`config.mk`:
```
export PLATFORM = sky130hd
export DESIGN_NAME = raster_engine
export DESIGN_NICKNAME = d
export VERILOG_FILES = /design/src/rtl/raster_pkg.sv /design/src/rtl/raster_csr.sv /design/src/rtl/raster_walker.sv /design/src/rtl/raster_emit.sv /design/src/rtl/raster_engine.sv
export SDC_FILE = /design/constraint.sdc
export NUM_CORES = 1
export LEC_CHECK = 0
export ABC_AREA = 1
export ABC_CLOCK_PERIOD_IN_PS = 7620
export BUFFER_PORTS_ARGS = -buffer_cell sky130_fd_sc_hd__buf_2
export CORE_MARGIN = 2
export CORE_UTILIZATION = 55
export CTS_CLUSTER_SIZE = 28
export DETAILED_ROUTE_END_ITERATION = 10
export GPL_ROUTABILITY_DRIVEN = 0
export GPL_TIMING_DRIVEN = 1
export PLACE_DENSITY = 0.84
export SLEW_MARGIN = 10
export SYNTH_ARGS = -nofsm -noshare
export SYNTH_HDL_FRONTEND = slang
export SYNTH_SLANG_ARGS = --single-unit
```
`constraint.sdc`:
```
create_clock -name clk -period 7.62 [get_ports clk]
set_input_delay 1.905 -clock clk [delete_from_list [all_inputs] [get_ports clk]]
set_output_delay 1.905 -clock clk [all_outputs]
set_load 0.01 [all_outputs]
```
`src/rtl/raster_pkg.sv`:
```
package raster_pkg;
  localparam int CSR_AW    = 3;
  localparam int CSR_DW    = 32;
  localparam int NUM_COORD = 4;

  localparam logic [CSR_AW-1:0] REG_CTRL   = 3'd0;
  localparam logic [CSR_AW-1:0] REG_X0     = 3'd1;
  localparam logic [CSR_AW-1:0] REG_COLOR  = 3'd5;
  localparam logic [CSR_AW-1:0] REG_BASE   = 3'd6;
  localparam logic [CSR_AW-1:0] REG_STATUS = 3'd7;

  localparam int CTRL_GO_BIT   = 0;
  localparam int CTRL_KIND_BIT = 1;
  localparam int STAT_BUSY_BIT = 0;

  typedef enum logic {KIND_LINE = 1'b0, KIND_BOX = 1'b1} shape_kind_e;
  typedef enum logic [1:0] {ST_IDLE, ST_SETUP, ST_DRAW} walk_state_e;
endpackage

```
`src/rtl/raster_csr.sv`:
```
module raster_csr
  import raster_pkg::*;
#(
  parameter int ADDR_W = 32,
  parameter int PIX_W  = 16
) (
  input  logic                                clk,
  input  logic                                rst_n,
  input  logic [CSR_AW-1:0]                   csr_addr,
  input  logic                                csr_write,
  input  logic [CSR_DW-1:0]                   csr_wdata,
  input  logic                                csr_read,
  output logic [CSR_DW-1:0]                   csr_rdata,
  output logic                                csr_wait,
  input  logic                                busy,
  output logic                                launch,
  output shape_kind_e                         kind,
  output logic [NUM_COORD-1:0][CSR_DW-1:0]    coord,
  output logic [PIX_W-1:0]                    color,
  output logic [ADDR_W-1:0]                   base
);
  logic commit;

  // writes are held off for the whole primitive; reads are never held
  assign csr_wait = csr_write && busy;
  assign commit   = csr_write && !busy;
  assign launch   = commit && (csr_addr == REG_CTRL) && csr_wdata[CTRL_GO_BIT];

  always_ff @(posedge clk) begin
    if (!rst_n) begin
      kind  <= KIND_LINE;
      color <= '0;
      base  <= '0;
    end else if (commit) begin
      if (csr_addr == REG_CTRL)  kind  <= shape_kind_e'(csr_wdata[CTRL_KIND_BIT]);
      if (csr_addr == REG_COLOR) color <= csr_wdata[PIX_W-1:0];
      if (csr_addr == REG_BASE)  base  <= ADDR_W'(csr_wdata);
    end
  end

  for (genvar gi = 0; gi < NUM_COORD; gi++) begin : g_coord
    always_ff @(posedge clk) begin
      if (!rst_n) begin
        coord[gi] <= '0;
      end else if (commit && (csr_addr == REG_X0 + CSR_AW'(gi))) begin
        coord[gi] <= csr_wdata;
      end
    end
  end

  always_comb begin
    csr_rdata = '0;
    if (csr_read) begin
      case (csr_addr)
        REG_CTRL:   csr_rdata[CTRL_KIND_BIT] = kind;
        REG_COLOR:  csr_rdata = CSR_DW'(color);
        REG_BASE:   csr_rdata = CSR_DW'(base);
        REG_STATUS: csr_rdata[STAT_BUSY_BIT] = busy;
        default: begin
          for (int i = 0; i < NUM_COORD; i++) begin
            if (csr_addr == REG_X0 + CSR_AW'(i)) csr_rdata = coord[i];
          end
        end
      endcase
    end
  end
endmodule

```
`src/rtl/raster_walker.sv`:
```
module raster_walker
  import raster_pkg::*;
#(
  parameter int CW        = 16,
  parameter int SETUP_CYC = 4
) (
  input  logic                 clk,
  input  logic                 rst_n,
  input  logic                 launch,
  input  shape_kind_e          kind,
  input  logic signed [CW-1:0] x0,
  input  logic signed [CW-1:0] y0,
  input  logic signed [CW-1:0] x1,
  input  logic signed [CW-1:0] y1,
  input  logic                 adv,
  output logic                 busy,
  output logic                 live,
  output logic signed [CW-1:0] cur_x,
  output logic signed [CW-1:0] cur_y
);
  localparam int EW   = CW + 3;
  localparam int SC_W = (SETUP_CYC > 1) ? $clog2(SETUP_CYC) : 1;
  localparam logic [SC_W-1:0] SC_LAST = SC_W'(SETUP_CYC - 1);
  localparam logic signed [CW-1:0] C_UP   = CW'(1);
  localparam logic signed [CW-1:0] C_DOWN = '1;

  walk_state_e           state;
  logic [SC_W-1:0]       setup_cnt;
  logic                  is_box;
  logic signed [CW-1:0]  end_x, end_y, row_x;
  logic signed [EW-1:0]  dx, dy, err;
  logic                  neg_x, neg_y;

  // setup arithmetic on the (stable) coordinate registers
  logic signed [EW-1:0] ex0, ey0, ex1, ey1, ddx, ddy, adx, ady;
  logic signed [CW-1:0] lo_x, hi_x, lo_y, hi_y;
  always_comb begin
    ex0  = $signed({{(EW-CW){x0[CW-1]}}, x0});
    ey0  = $signed({{(EW-CW){y0[CW-1]}}, y0});
    ex1  = $signed({{(EW-CW){x1[CW-1]}}, x1});
    ey1  = $signed({{(EW-CW){y1[CW-1]}}, y1});
    ddx  = ex1 - ex0;
    ddy  = ey1 - ey0;
    adx  = ddx[EW-1] ? -ddx : ddx;
    ady  = ddy[EW-1] ? -ddy : ddy;
    lo_x = (x0 < x1) ? x0 : x1;
    hi_x = (x0 < x1) ? x1 : x0;
    lo_y = (y0 < y1) ? y0 : y1;
    hi_y = (y0 < y1) ? y1 : y0;
  end

  // one step of the walk
  logic signed [EW-1:0] e2, nerr;
  logic                 go_x, go_y, at_end, row_end;
  always_comb begin
    e2      = err <<< 1;
    go_x    = (e2 >= dy);
    go_y    = (e2 <= dx);
    nerr    = err + (go_x ? dy : '0) + (go_y ? dx : '0);
    at_end  = (cur_x == end_x) && (cur_y == end_y);
    row_end = (cur_x == end_x);
  end

  assign busy = (state != ST_IDLE);
  assign live = (state == ST_DRAW);

  always_ff @(posedge clk) begin
    if (!rst_n) begin
      state     <= ST_IDLE;
      setup_cnt <= '0;
      is_box    <= 1'b0;
      cur_x     <= '0;
      cur_y     <= '0;
      end_x     <= '0;
      end_y     <= '0;
      row_x     <= '0;
      dx        <= '0;
      dy        <= '0;
      err       <= '0;
      neg_x     <= 1'b0;
      neg_y     <= 1'b0;
    end else begin
      case (state)
        ST_IDLE: begin
          if (launch) begin
            state     <= ST_SETUP;
            setup_cnt <= SC_LAST;
          end
        end
        ST_SETUP: begin
          if (setup_cnt != '0) begin
            setup_cnt <= setup_cnt - SC_W'(1);
          end else begin
            state  <= ST_DRAW;
            is_box <= (kind == KIND_BOX);
            if (kind == KIND_BOX) begin
              cur_x <= lo_x;
              cur_y <= lo_y;
              row_x <= lo_x;
              end_x <= hi_x;
              end_y <= hi_y;
            end else begin
              cur_x <= x0;
              cur_y <= y0;
              end_x <= x1;
              end_y <= y1;
              dx    <= adx;
              dy    <= -ady;
              err   <= adx - ady;
              neg_x <= ddx[EW-1];
              neg_y <= ddy[EW-1];
            end
          end
        end
        ST_DRAW: begin
          if (adv) begin
            if (at_end) begin
              state <= ST_IDLE;
            end else if (is_box) begin
              if (row_end) begin
                cur_x <= row_x;
                cur_y <= cur_y + C_UP;
              end else begin
                cur_x <= cur_x + C_UP;
              end
            end else begin
              err <= nerr;
              if (go_x) cur_x <= cur_x + (neg_x ? C_DOWN : C_UP);
              if (go_y) cur_y <= cur_y + (neg_y ? C_DOWN : C_UP);
            end
          end
        end
        default: state <= ST_IDLE;
      endcase
    end
  end
endmodule

```
`src/rtl/raster_emit.sv`:
```
module raster_emit #(
  parameter int CW     = 16,
  parameter int SCR_W  = 640,
  parameter int SCR_H  = 480,
  parameter int ADDR_W = 32,
  parameter int PIX_W  = 16
) (
  input  logic                 live,
  input  logic signed [CW-1:0] cur_x,
  input  logic signed [CW-1:0] cur_y,
  input  logic [ADDR_W-1:0]    base,
  input  logic [PIX_W-1:0]     color,
  input  logic                 pix_ready,
  output logic                 pix_valid,
  output logic [ADDR_W-1:0]    pix_addr,
  output logic [PIX_W-1:0]     pix_data,
  output logic                 adv
);
  localparam int BYTE_SH = $clog2(PIX_W / 8);

  logic on_x, on_y, on_screen;
  logic [ADDR_W-1:0] row_off, lin;

  assign on_x      = !cur_x[CW-1] && ($unsigned(cur_x) < CW'(SCR_W));
  assign on_y      = !cur_y[CW-1] && ($unsigned(cur_y) < CW'(SCR_H));
  assign on_screen = on_x && on_y;

  if ((SCR_W & (SCR_W - 1)) == 0) begin : g_row_shift
    assign row_off = ADDR_W'($unsigned(cur_y)) << $clog2(SCR_W);
  end else begin : g_row_mul
    assign row_off = ADDR_W'($unsigned(cur_y)) * ADDR_W'(SCR_W);
  end

  assign lin       = row_off + ADDR_W'($unsigned(cur_x));
  assign pix_addr  = base + (lin << BYTE_SH);
  assign pix_data  = color;
  assign pix_valid = live && on_screen;
  // off-screen points still consume their cycle; visible ones wait for ready
  assign adv       = live && (!on_screen || pix_ready);
endmodule

```
`src/rtl/raster_engine.sv`:
```
module raster_engine
  import raster_pkg::*;
#(
  parameter int SCR_W     = 640,
  parameter int SCR_H     = 480,
  parameter int ADDR_W    = 32,
  parameter int CW        = 16,
  parameter int SETUP_CYC = 4
) (
  input  logic              clk,
  input  logic              rst_n,
  input  logic [2:0]        csr_addr,
  input  logic              csr_write,
  input  logic [31:0]       csr_wdata,
  input  logic              csr_read,
  output logic [31:0]       csr_rdata,
  output logic              csr_wait,
  output logic              pix_valid,
  input  logic              pix_ready,
  output logic [ADDR_W-1:0] pix_addr,
  output logic [15:0]       pix_data
);
  localparam int PIX_W = 16;

  logic                              busy, launch, live, adv;
  shape_kind_e                       kind;
  logic [NUM_COORD-1:0][CSR_DW-1:0]  coord_q;
  logic [PIX_W-1:0]                  color_q;
  logic [ADDR_W-1:0]                 base_q;
  logic signed [CW-1:0]              cur_x, cur_y;

  raster_csr #(.ADDR_W(ADDR_W), .PIX_W(PIX_W)) u_csr (
    .clk       (clk),
    .rst_n     (rst_n),
    .csr_addr  (csr_addr),
    .csr_write (csr_write),
    .csr_wdata (csr_wdata),
    .csr_read  (csr_read),
    .csr_rdata (csr_rdata),
    .csr_wait  (csr_wait),
    .busy      (busy),
    .launch    (launch),
    .kind      (kind),
    .coord     (coord_q),
    .color     (color_q),
    .base      (base_q)
  );

  raster_walker #(.CW(CW), .SETUP_CYC(SETUP_CYC)) u_walk (
    .clk    (clk),
    .rst_n  (rst_n),
    .launch (launch),
    .kind   (kind),
    .x0     (coord_q[0][CW-1:0]),
    .y0     (coord_q[1][CW-1:0]),
    .x1     (coord_q[2][CW-1:0]),
    .y1     (coord_q[3][CW-1:0]),
    .adv    (adv),
    .busy   (busy),
    .live   (live),
    .cur_x  (cur_x),
    .cur_y  (cur_y)
  );

  raster_emit #(
    .CW(CW), .SCR_W(SCR_W), .SCR_H(SCR_H), .ADDR_W(ADDR_W), .PIX_W(PIX_W)
  ) u_emit (
    .live      (live),
    .cur_x     (cur_x),
    .cur_y     (cur_y),
    .base      (base_q),
    .color     (color_q),
    .pix_ready (pix_ready),
    .pix_valid (pix_valid),
    .pix_addr  (pix_addr),
    .pix_data  (pix_data),
    .adv       (adv)
  );
endmodule

```
==> flow_summary.ini <==
[yosys]
yosys.cell_types.count = 59
synth_cells = 3761
synth_area_leader_cell = sky130_fd_sc_hd__dfxtp_1
netlist_top_cells_area = sky130_fd_sc_hd__dfxtp_1 (26%), sky130_fd_sc_hd__nand2_1 (10%), sky130_fd_sc_hd__ha_1 (10%)
post_synth_instance_area_um2 = 24800
commonest_register_cell_after_synthesis = sky130_fd_sc_hd__dfxtp_1
synth_largest_type_area_fraction = 0.258
synth_seq_area_share = 0.258
post-synth-top-count-cell = sky130_fd_sc_hd__nand2_1
postSynthNetCount = 4030
synth-warning-count = 0
postSynthAreaPerCell_um2 = 6.59
ys_ff_latch = 320
postSynth.asyncResetShare = 0
netlist_top_cells_count = sky130_fd_sc_hd__nand2_1 (684), sky130_fd_sc_hd__a21oi_1 (449), sky130_fd_sc_hd__inv_1 (431)
synth_enable_flop_cells = 0

[grt]
antenna_found_initial = 2
global_route_wire_length_before_repair_mm = 131
first_global_vias = 24910
grt_use_total = 0.343
grt_max_degree = 94
grt_remaining_overflow = 0

[place]
worst_slack_after_detailed_placement_ns = 0.570
placement.io_buffers = 121
place_hpwl_mm = 60.6
number_of_placed_instances_with_taps_included = 4357

[critical_path]
cp_data_required_time_ns = 5.72
cp-start-kind = flip-flop
worst_ep_arrival_time_ns = 5.46
setup_crit_path_kind = reg -> out
worst_path_max_delay_cell = sky130_fd_sc_hd__fa_2
critical-path-top-cell-by-count = sky130_fd_sc_hd__inv_1
reg2reg_slack_ns = 2.20
crit_path_end_kind = output port
crit-reg2reg-capture = u_walk.err[15]
worst-r2r-cell-count = 27
worstPathMaxFanout = 8
rr_startpoint = u_walk.dx[9]
cp_slowest_stage_delay_ns = 0.38

[clock_network]
tritoncts = built
clock_path_buffers = 3
clkLatencyLatePin_ns = 0.54
cts-htree-levels = 2
clkTransAtPathRegs_ns = 0.06
clock_sinks = 320
cts_inserted_buffers = 36
cts.root.buffer_cell = sky130_fd_sc_hd__clkbuf_16

[pwr]
power.leakage_nw = 12.5
finalPower_mw = 11.4
vdd_drop_max_mv = 0.423
power.density_nw_per_um2 = 422

[worst_hold_path]
hold_path_startpoint = u_csr.coord[126]
hold-path-cell-count = 2
hold_path.class = reg -> reg
worst_hold_path.endpoint = u_csr.coord[126]

[route]
postRouteWirelength_mm = 82.5
drtAntennaViolNets = 0
dr.first_iter.drc_count = 3404
vias = 26928
vias_per_cell = 6.09
routedWlPerCell_um = 18.7
drt_first_pass_iters = 6
drc_errors = 0

[timing]
final_period_minus_worst_setup_slack_ns = 7.37
worst_slew_pin_slew_ns = 1.05
clock_skew_ns = 0.0168
fin_crit_sh = 0.967
finalWorstSetupSlack_ns = 0.251
clock.fmax_mhz = 136
slew_headroom = 0.301
setup_violations = 0
timing_hold_violations_final = 0
setup_total_negative_slack_ns = 0
drv_slew = 0

[die]
fp.dieH_um = 216
die-area_um2 = 46800
design.core.area_um2 = 44300
die_width_um = 216
initial_utilization = 0.560
io-pin-count = 122
core.rowCount = 77

[layout]
synthToLayoutAreaGrowth_pct = 9.13
design.final.nets = 4077
drive_gt1_frac = 0.0807
final_cell_count_no_fill = 4423

[run_status]
run_status = finished, final reports clean

[run]
timing.max_cap.violations = 0
cell usage in the layout (no fill, tap or decap), types with 25 or more instances in the layout:
cell                        instances
sky130_fd_sc_hd__nand2_1          681
sky130_fd_sc_hd__a21oi_1          449
sky130_fd_sc_hd__inv_1            430
sky130_fd_sc_hd__o21ai_0          394
sky130_fd_sc_hd__nor2_1           376
sky130_fd_sc_hd__dfxtp_1          316
sky130_fd_sc_hd__ha_1             199
sky130_fd_sc_hd__nand3_1          158
sky130_fd_sc_hd__buf_2            120
sky130_fd_sc_hd__xor2_1            74
sky130_fd_sc_hd__xnor2_1           58
sky130_fd_sc_hd__nor3_1            53
sky130_fd_sc_hd__nand4_1           38
sky130_fd_sc_hd__clkbuf_16         38
sky130_fd_sc_hd__a221oi_1          37
sky130_fd_sc_hd__buf_4             37
sky130_fd_sc_hd__a211oi_1          28
sky130_fd_sc_hd__fa_1              25
how the worst max path moves through the flow:
| stage | start | slack (ns) | to |
|---|---|---|---|
| 3_3_place_gp | u_walk.cur_y[1] | 0.71 | pix_addr[31] |
| 5_1_grt | u_walk.cur_y[1] | -0.07 | pix_addr[30] |
| 4_1_cts | u_walk.cur_y[1] | 0.009 | pix_addr[30] |
| 6_report | u_walk.cur_y[1] | 0.25 | pix_addr[30] |
| 2_1_floorplan | u_walk.cur_y[1] | 1.19 | pix_addr[31] |
| 3_5_place_dp | u_walk.cur_y[1] | 0.57 | pix_addr[31] |
routing by layer:
| layer | track usage | vias to the layer above | share of wire |
|---|---|---|---|
| met5 | 0 | - | 0.00018 |
| met4 | 0.165 | 2 | 0.055 |
| met3 | 0.0633 | 325 | 0.12 |
| met2 | 0.542 | 1687 | 0.43 |
| met1 | 0.452 | 12173 | 0.39 |
| li1 | - | 12741 | - |
power breakdown:
| part | switching [mW] | total (mW) | internal (mW) |
|---|---|---|---|
| Clock | 0.737 | 1.78 | 1.04 |
| Combinational | 4.91 | 7.34 | 2.42 |
| Sequential | 0.401 | 2.32 | 1.92 |
| Total | 6.05 | 11.4 | 5.38 |
flip-flops by register name (all words and copies together), names as in the netlist, 16 cells and up:
| signal | count |
|---|---|
| u_walk.cur_x | 16 |
| u_walk.end_x | 16 |
| u_walk.cur_y | 16 |
| u_walk.dx | 19 |
| u_csr.base | 32 |
| u_walk.err | 18 |
| u_walk.end_y | 16 |
| u_walk.dy | 19 |
| u_csr.coord | 128 |
| u_walk.row_x | 16 |
| u_csr.color | 16 |
worst max-delay path, delay by kind of cell, from the launching register on:
family,cells,cell delay (ns)
simple gates,13,1.68
flops,1,0.37
fa+ha+maj,5,1.48
compound gates,3,0.46
xor+xnor,3,0.43
buf+inv,5,0.46
cells by family (layout without fill, tap and decap cells):
logic type                 count (synthesis)  count (layout)  share of synthesized area
other                                      1               2                   0.000151
DFF                                      320             320                      0.258
AOI/OAI and AO/OA                       1067            1067                      0.237
buffers and inverters                    608             677                     0.0939
adders and majority gates                229             229                      0.123
xor gates and xnor gates                 132             132                     0.0466
and+or+nand+nor                         1404            1404                      0.240
metrics by stage:
step	instance area (um^2)	util	hold WS (ns)
after floorplan	24800	-	0.420
after global placement	25800	0.582	0.435
after detailed placement	25800	0.582	0.440
after CTS	27000	0.608	0.449
after global routing	27100	0.611	0.469
final	27100	0.611	0.456
final cells by class:
| cell class | instances | area [um^2] |
|---|---|---|
| multi-input combinational | 2833 | 16100 |
| clock buffer | 50 | 1030 |
| timing repair buffer | 157 | 878 |
| clock inverter | 10 | 139 |
| inverter | 460 | 1730 |
| tap | 592 | 741 |
| fill | 4093 | 17300 |
| antenna | 1 | 2.50 |
| sequential | 320 | 6410 |
repair_timing:
action	CTS	global route
setup endpoints to repair	1	6
pin swaps	0	10
setup buffers	0	5
hold buffers	0	0
resized for setup	1	18
Note: power is estimated with default switching activity, not from simulation.
